[config.mk]
export PLATFORM = sky130hd
export DESIGN_NAME = init_block_fetch
export DESIGN_NICKNAME = d
export VERILOG_FILES = /design/src/rtl/ibf_pkg.sv /design/src/rtl/ibf_walker.sv /design/src/rtl/ibf_tenure_timer.sv /design/src/rtl/ibf_reg_writer.sv /design/src/rtl/init_block_fetch.sv
export SDC_FILE = /design/constraint.sdc
export NUM_CORES = 1
export LEC_CHECK = 0
export CORE_MARGIN = 1.5
export CORE_UTILIZATION = 45
export DETAILED_ROUTE_END_ITERATION = 10
export HOLD_SLACK_MARGIN = 0.1
export PLACE_DENSITY = 0.77
export SETUP_SLACK_MARGIN = 0.02
export SYNTH_ARGS = -nofsm -noshare
export SYNTH_HDL_FRONTEND = slang
export SYNTH_SLANG_ARGS = --single-unit
[constraint.sdc]
create_clock -name clk -period 2.95 [get_ports clk]
set_clock_uncertainty 0.15 [all_clocks]
set_input_delay 0.59 -clock clk [delete_from_list [all_inputs] [get_ports clk]]
set_output_delay 0.59 -clock clk [all_outputs]
set_load 0.02 [all_outputs]
[src/rtl/ibf_pkg.sv]
// Package: shared state type for the initialization block fetch sequencer.
// Assumes: nothing beyond IEEE 1800-2017.
package ibf_pkg;
    typedef enum logic [1:0] {
        ST_IDLE = 2'd0,   // waiting for start
        ST_REQ  = 2'd1,   // request raised, waiting for grant
        ST_XFER = 2'd2,   // bus owned, reading words
        ST_REL  = 2'd3    // request dropped, waiting for grant to fall
    } ibf_state_t;
endpackage

[src/rtl/ibf_walker.sv]
// Module: ibf_walker
// Keeps the fetch position. This is the word index, the word count inside the
// current group, and the byte address of the next word.
// Assumes: load and accept are never high together; the address step is 2 bytes.
module ibf_walker #(
    parameter int ADDR_W = 24,
    parameter int IDX_W  = 4,
    parameter int GRP_W  = 2
) (
    input  logic              clk,
    input  logic              rst_n,
    input  logic              load,
    input  logic [ADDR_W-1:0] base,
    input  logic              accept,
    output logic [ADDR_W-1:0] addr,
    output logic [IDX_W-1:0]  word_idx,
    output logic [GRP_W-1:0]  grp_cnt
);
    // Position registers: load at start, step on every accepted word.
    always_ff @(posedge clk) begin
        if (!rst_n) begin
            addr     <= '0;
            word_idx <= '0;
            grp_cnt  <= '0;
        end else if (load) begin
            addr     <= base;
            word_idx <= '0;
            grp_cnt  <= '0;
        end else if (accept) begin
            addr     <= addr + ADDR_W'(2);
            word_idx <= word_idx + IDX_W'(1);
            grp_cnt  <= grp_cnt + GRP_W'(1);
        end
    end
endmodule

[src/rtl/ibf_tenure_timer.sv]
// Module: ibf_tenure_timer
// Counts the cycles spent reading in the current tenure. It reports whether
// the budget still covers one more full group after the current cycle.
// Assumes: clear is high before each tenure; the counter saturates.
module ibf_tenure_timer #(
    parameter int TMR_W = 16,
    parameter int GROUP = 4
) (
    input  logic             clk,
    input  logic             rst_n,
    input  logic             clear,
    input  logic             tick,
    input  logic             enable,
    input  logic [TMR_W-1:0] limit,
    output logic             room_ok
);
    localparam int CW = TMR_W + 2;
    logic [TMR_W-1:0] used;

    // Cycle counter: cleared while requesting, counts reading cycles.
    always_ff @(posedge clk) begin
        if (!rst_n || clear)
            used <= '0;
        else if (tick && used != '1)
            used <= used + TMR_W'(1);
    end

    // Budget test: the current cycle plus one more group must fit.
    always_comb begin
        room_ok = enable &&
                  ((CW'(used) + CW'(GROUP + 1)) <= CW'(limit));
    end
endmodule

[src/rtl/ibf_reg_writer.sv]
// Module: ibf_reg_writer
// Registers each accepted word onto the register write port. It pulses done
// one cycle after the final index is written.
// Assumes: accept is high for one cycle per word.
module ibf_reg_writer #(
    parameter int DATA_W = 16,
    parameter int IDX_W  = 4,
    parameter int WORDS  = 12
) (
    input  logic              clk,
    input  logic              rst_n,
    input  logic              accept,
    input  logic [IDX_W-1:0]  idx_in,
    input  logic [DATA_W-1:0] data_in,
    output logic              reg_we,
    output logic [IDX_W-1:0]  reg_idx,
    output logic [DATA_W-1:0] reg_wdata,
    output logic              done
);
    // Write port stage: one write per accepted word.
    always_ff @(posedge clk) begin
        if (!rst_n) begin
            reg_we    <= 1'b0;
            reg_idx   <= '0;
            reg_wdata <= '0;
        end else begin
            reg_we <= accept;
            if (accept) begin
                reg_idx   <= idx_in;
                reg_wdata <= data_in;
            end
        end
    end

    // Completion pulse: follows the write of the last index.
    always_ff @(posedge clk) begin
        if (!rst_n)
            done <= 1'b0;
        else
            done <= reg_we && (reg_idx == IDX_W'(WORDS - 1));
    end
endmodule

[src/rtl/init_block_fetch.sv]
// Module: init_block_fetch (top)
// Bus-master sequencer. It fetches WORDS words of DATA_W bits from
// consecutive addresses in groups of GROUP words. It keeps the bus across a
// group boundary only when the activity budget allows.
// Assumes: the grant rises only while the request is high and falls after the
// request falls; WORDS is a multiple of GROUP.
module init_block_fetch #(
    parameter int ADDR_W = 24,
    parameter int DATA_W = 16,
    parameter int TMR_W  = 16,
    parameter int WORDS  = 12,
    parameter int GROUP  = 4
) (
    input  logic                      clk,
    input  logic                      rst_n,
    input  logic                      start,
    input  logic [ADDR_W-1:0]         base_addr,
    input  logic                      tmr_en,
    input  logic [TMR_W-1:0]          tmr_limit,
    output logic                      bus_req,
    input  logic                      bus_gnt,
    output logic                      mem_rd,
    output logic [ADDR_W-1:0]         mem_addr,
    input  logic                      mem_rdy,
    input  logic [DATA_W-1:0]         mem_rdata,
    output logic                      reg_we,
    output logic [$clog2(WORDS)-1:0]  reg_idx,
    output logic [DATA_W-1:0]         reg_wdata,
    output logic                      done
);
    import ibf_pkg::*;

    localparam int IDX_W = $clog2(WORDS);
    localparam int GRP_W = (GROUP > 1) ? $clog2(GROUP) : 1;

    ibf_state_t       state, state_nx;
    logic             en_q;
    logic [TMR_W-1:0] limit_q;
    logic             fin_q;
    logic             accept, load, room_ok, last_word, at_bound;
    logic [IDX_W-1:0] word_idx;
    logic [GRP_W-1:0] grp_cnt;

    assign load      = (state == ST_IDLE) && start;
    assign accept    = (state == ST_XFER) && mem_rdy;
    assign last_word = (word_idx == IDX_W'(WORDS - 1));
    assign at_bound  = (grp_cnt == GRP_W'(GROUP - 1));
    assign mem_rd    = (state == ST_XFER);
    assign bus_req   = (state == ST_REQ) || (state == ST_XFER);

    ibf_walker #(.ADDR_W(ADDR_W), .IDX_W(IDX_W), .GRP_W(GRP_W)) u_walk (
        .clk(clk), .rst_n(rst_n), .load(load), .base(base_addr),
        .accept(accept), .addr(mem_addr), .word_idx(word_idx),
        .grp_cnt(grp_cnt)
    );

    ibf_tenure_timer #(.TMR_W(TMR_W), .GROUP(GROUP)) u_tmr (
        .clk(clk), .rst_n(rst_n), .clear(state == ST_REQ),
        .tick(state == ST_XFER), .enable(en_q), .limit(limit_q),
        .room_ok(room_ok)
    );

    ibf_reg_writer #(.DATA_W(DATA_W), .IDX_W(IDX_W), .WORDS(WORDS)) u_wr (
        .clk(clk), .rst_n(rst_n), .accept(accept), .idx_in(word_idx),
        .data_in(mem_rdata), .reg_we(reg_we), .reg_idx(reg_idx),
        .reg_wdata(reg_wdata), .done(done)
    );

    // Settings capture: timer settings are held for the whole fetch.
    always_ff @(posedge clk) begin
        if (!rst_n) begin
            en_q    <= 1'b0;
            limit_q <= '0;
        end else if (load) begin
            en_q    <= tmr_en;
            limit_q <= tmr_limit;
        end
    end

    // Finish flag: marks that the last word has been accepted.
    always_ff @(posedge clk) begin
        if (!rst_n || load)
            fin_q <= 1'b0;
        else if (accept && last_word)
            fin_q <= 1'b1;
    end

    // Next-state logic for the request/transfer/release cycle.
    always_comb begin
        state_nx = state;
        unique case (state)
            ST_IDLE: if (start) state_nx = ST_REQ;
            ST_REQ:  if (bus_gnt) state_nx = ST_XFER;
            ST_XFER: if (accept && (last_word || (at_bound && !room_ok)))
                         state_nx = ST_REL;
            ST_REL:  if (!bus_gnt) state_nx = fin_q ? ST_IDLE : ST_REQ;
            default: state_nx = ST_IDLE;
        endcase
    end

    // State register.
    always_ff @(posedge clk) begin
        if (!rst_n)
            state <= ST_IDLE;
        else
            state <= state_nx;
    end
endmodule

Word level (Yosys, flattened, before mapping)
Cells that the tools add are included.
Storage, ports and cells
  register bits: 88
  memory bits (writable): 0
  word-level logic and storage cells: 56
  latch bits: 0
  memory bits (read-only): 0
  output and inout port bits: 48
  memories: 0
  input bits: 62
Cells by class
  order comparisons: 1
  equality and inequality tests: 11
  div/mod/pow operators: 0
  multiply operators: 0
  reductions and logical operators: 18
  bitwise logic cells: 1
  shifts and indexed selects: 0
  add/sub/neg operators: 5
  muxes and demuxes: 8
Operators with widths (count)
  24-bit two-way mux: 2
  24-bit by 2-bit adder with 24-bit output, second input constant: 1
  18-bit by 16-bit less-or-equal comparator with 1-bit output: 1
  16-bit by 3-bit adder with 17-bit output, second input constant: 1
  16-bit by 1-bit adder with 16-bit output, second input constant: 1
  16-bit != test, second input constant: 1
  4-bit == test, second input constant: 2
  1-bit logical AND: 8
  2-bit two-way mux: 4
  2-bit != test, second input constant: 4
  2-bit one-hot mux with 4 select lines: 1
  2-bit == test, second input constant: 3
  4-bit by 1-bit adder with 4-bit output, second input constant: 1
  1-bit logical OR: 4
  4-bit AND reduction: 1
  2-bit by 1-bit adder with 2-bit output, second input constant: 1
  2-bit by 1-bit == test with 1-bit output, second input constant: 1
  1-bit zero test: 2
  2-bit zero test: 1
  2-bit nonzero test: 1
  2-bit OR reduction: 1
  1-bit two-way mux: 1
  1-bit NOT: 1

Logic depth before layout (Yosys ltp)
  depth after elaboration: 9
  depth in mapped cells: 13
  depth with buffers taken out: 12

Modules after synthesis
Synthesis repeated with hierarchy kept, for this count alone.
Second synthesis, totals
  cell total of the unflattened synthesis: 556
  area, all modules: 4913.5 sq um
By module, submodules not included
  ibf_walker: instances 1, cells each 198, area an instance 1635.3 sq um, seq. area each 600.6 sq um
  ibf_tenure_timer: instances 1, cells each 184, area an instance 1531.5 sq um, seq. area each 320.3 sq um
  init_block_fetch: instances 1, cells each 103, area an instance 899.6 sq um, seq. area each 400.4 sq um
  ibf_reg_writer: instances 1, cells each 71, area an instance 847.1 sq um, seq. area each 440.4 sq um

Worst setup path before layout
OpenSTA, ideal clock, no wires.
  path type: register to register
  from: register u_tmr.used[0]
  to: register state[0]
  data required time: 2.728 ns
  library setup time: 0.072 ns
  arrival: 2.497 ns
  buffers on the path: 0
  clock period less this slack: 2.719 ns
  cell stages (with the launch flop): 12
  setup slack: 0.231 ns
  path through: dfxtp_1 and2_1 nor2_1 nor3b_1 nand3_1 xnor2_1 ha_1 nand4_1 nor3_1 o41ai_1 a31oi_1 mux2i_1
Between the ends
  word-level cells in the longest chain between the ends: 9
Ends and longest elaborated chain
  from (decl): RTL line ibf_tenure_timer.sv:18  | logic [TMR_W-1:0] used;
  from (signal assigned): RTL line ibf_tenure_timer.sv:25  | used <= used + TMR_W'(1);
  16-bit by 3-bit adder with 17-bit output: RTL line ibf_tenure_timer.sv:31  | ((CW'(used) + CW'(GROUP + 1)) <= CW'(limit));
  18-bit by 16-bit less-or-equal comparator with 1-bit output: RTL line ibf_tenure_timer.sv:31
  1-bit logical AND: RTL line ibf_tenure_timer.sv:30  | room_ok = enable &&
  1-bit zero test: RTL line init_block_fetch.sv:94  | ST_XFER: if (accept && (last_word || (at_bound && !room_ok)))
  1-bit logical AND: RTL line init_block_fetch.sv:94
  1-bit logical OR: RTL line init_block_fetch.sv:94
  1-bit logical AND: RTL line init_block_fetch.sv:94
  2-bit != test (no line)
  4-bit AND reduction (no line)
  to (signal assigned): RTL line init_block_fetch.sv:106  | state <= state_nx;
  to (decl): RTL line init_block_fetch.sv:36  | ibf_state_t state, state_nx;
Every way passes these cells.
A chain may end at the register's enable or synchronous reset.

Worst setup path after layout
  from: register u_tmr.used[2]
  to: register state[0]
Same word-level chain as after synthesis.

==> run metrics <==
area of the multi-input gates=2450 um^2; antenna-violating nets left=0; ratio of cells with drive above 1 in the final layout=7.08%; most frequent cells in the layout=clkdlybuf4s50_1 (109), nand2_1 (104), dfxtp_1 (87), nor2_1 (57), a21oi_1 (50); Yosys warnings=0; setup bufs post-CTS=0; first-pass GRT wire length=18000 um; final hold violations=0; worst-path fanout max=7; Initial Util=47.0%; DR vias/cell=5.10; pwr dens=647 nW/um^2; Port Buffers=109; Synth Instances=554; DR WL/cell=13.8 um; total gr overflow=0; startpoint type of the worst setup path=flip-flop; die footprint=10400 um^2; final RePlAce weighted congestion=0.873; largest net degree at the start of global routing=63; Core Area=9370 um^2; # DRC=0; Final period util=92.9%; CTS Sinks=88; FMAX=365 MHz; H-tree levels=3; nets=746; Detailed Place HPWL=7970 um; Die Span X=102 um; CTS root buffer=clkbuf_8; # diodes=0; Required @ worst endpoint=3.05 ns; Mapped Nets=641; Clock Path Buffers=2; number of iterations in the first detailed-routing pass=4; #FFs+latches synth=88; Mean Syn Cell Area=7.95 um^2; later-pin clock latency in the skew report=0.37 ns; initial antenna violation count=0; Crit-path slowest cell=dfxtp_1; count of cell types in the netlist=39; Min Hold Slack=0.307 ns; status=finished clean; RSZ-0062 raised after global routing=false; CTS tree=yes; delay-heaviest family, CP=compound AO/OA/AOI/OAI gates; worst path arrival time=2.84 ns; Seq. cell area=1760 um^2; Total GRT Usage=22.1%; fillers=821; vias=4045; Die Y=102 um; crit path capture type=flip-flop; pins over their slew limit=0; reg2reg setup slack=0.21 ns; I/O pins=110; CTS Buf Count=9; post-synthesis sequential area ratio=40.0%; most common cell after layout, fill and taps aside=clkdlybuf4s50_1; synthesis-to-finish area growth=34.1%; Worst-Margin Slew=0.730 ns; leakage power=0.00210 uW; 1st-iter DRT viols=158; setup total negative slack=0 ns; synthesized cell area=4400 um^2; crit-path cells=nor2_1 > nor3b_1 > buf_4 > xor2_1 > ha_1 > a211oi_2 > nor2_1 > o41ai_2 > a31oi_2 > mux2i_1; final wirelength=10900 um; CTS clk-pin slew, worst paths=0.10 ns; hold buffers post-CTS=0; Rows=35; most used cell along the critical path=nor2_1; kind of critical path=reg2reg; Tmin final=2.74 ns; Relative slew margins=51.3%; Max VDD drop=0.421 mV; vias in the first global route=3923; max cap viols=0; Setup Viol. Count Final=0; hold crit path type=reg2reg; crit-path max cell delay=0.48 ns; crit path buf inv count=1
-- worst min-delay path: stages (launching register included) --
cell and delay [ns]:
dfxtp_1 0.32, nand2_1 0.05, a21oi_1 0.05
-- synthesized netlist by cell type (all sizes together) --
cell type  instances  area [um^2]
a211oi            15          123
a21o               2         15.0
a21oi             50          250
a311oi             4         35.0
a31oi              2         12.5
and2               4         25.0
and3               6         37.5
buf               11         48.8
clkbuf            20         76.3
dfxtp             88         1760
ha                25          313
inv               26         97.6
mux2i              3         30.0
nand2            106          400
nand2b             2         12.5
nand3             18         90.1
nand3b             1         7.51
nand4             19          119
nand4b             2         17.5
nor2              59          229
nor3               4         20.0
nor3b              2         15.0
nor4               4         43.8
o2111ai            1         8.76
o211ai             2         15.0
o21ai             18         90.1
o41ai              1         8.76
or2                2         12.5
or3                4         25.0
or4                1         7.51
xnor2             26          228
xor2              26          228
-- area by class of cell --
| type | count | share of cell area, % |
|---|---|---|
| timing repair buffer | 125 | 20.7 |
| multi-input combinational | 409 | 41.5 |
| inverter | 26 | 1.65 |
| tap | 129 | 2.73 |
| clock inverter | 7 | 1.44 |
| clock buffer | 9 | 2.10 |
| sequential | 88 | 29.9 |
-- metrics by stage --
stage	area (um^2)	cells	worst slack, ns	util [%]	total power, uW
after floorplan	4400	554	0.231	-	2380
after global placement	5670	777	0.234	60.5	2900
after detailed placement	5670	777	0.130	60.5	2940
after CTS	5870	793	0.0507	62.7	3840
after global routing	5910	793	0.0243	63.0	4060
final	5910	793	0.208	63.0	3820
-- routing by layer --
metal,wire (um),global-route usage [%]
met1,4930,27.6
met5,0,0
met3,662,6.70
met2,5110,35.6
met4,237,9.06
-- final timing paths --
check,end,cells past startpoint,startpoint
worst max-delay path,state[0],10,u_tmr.used[2]
worst min-delay path,u_wr.reg_wdata[9],2,u_wr.reg_wdata[9]
worst max register to register,state[0],10,u_tmr.used[2]
worst min register to register,u_wr.reg_wdata[9],2,u_wr.reg_wdata[9]
-- timing repair --
action	4_1_cts	5_1_grt
endpoints found under the setup margin	0	2
resized for setup	0	8
endpoints found under the hold margin	0	0
-- cell families after synthesis --
group                      after synthesis  synth area share [%]
AOI/OAI and AO/OA                       95                  12.7
xor gates and xnor gates                52                  10.3
adders and majority gates               25                  7.10
buffers and inverters                   57                  5.06
DFF                                     88                  40.0
muxes                                    3                 0.682
and+or+nand+nor                        234                  24.1
-- power breakdown --
part	total (uW)	internal, uW	switching (uW)
sequential	1550	1380	177
clock	882	409	473
combinational	1390	611	777
-- state kept, by name (all words and copies together) (netlist names) --
register,flops
u_walk.addr,24
limit_q,16
u_tmr.used,16
u_wr.reg_wdata,16
u_walk.word_idx,4
u_wr.reg_idx,4
state,2
u_walk.grp_cnt,2
en_q,1
fin_q,1
u_wr.done,1
u_wr.reg_we,1
No activity file was read; power rests on OpenSTA's default activity.
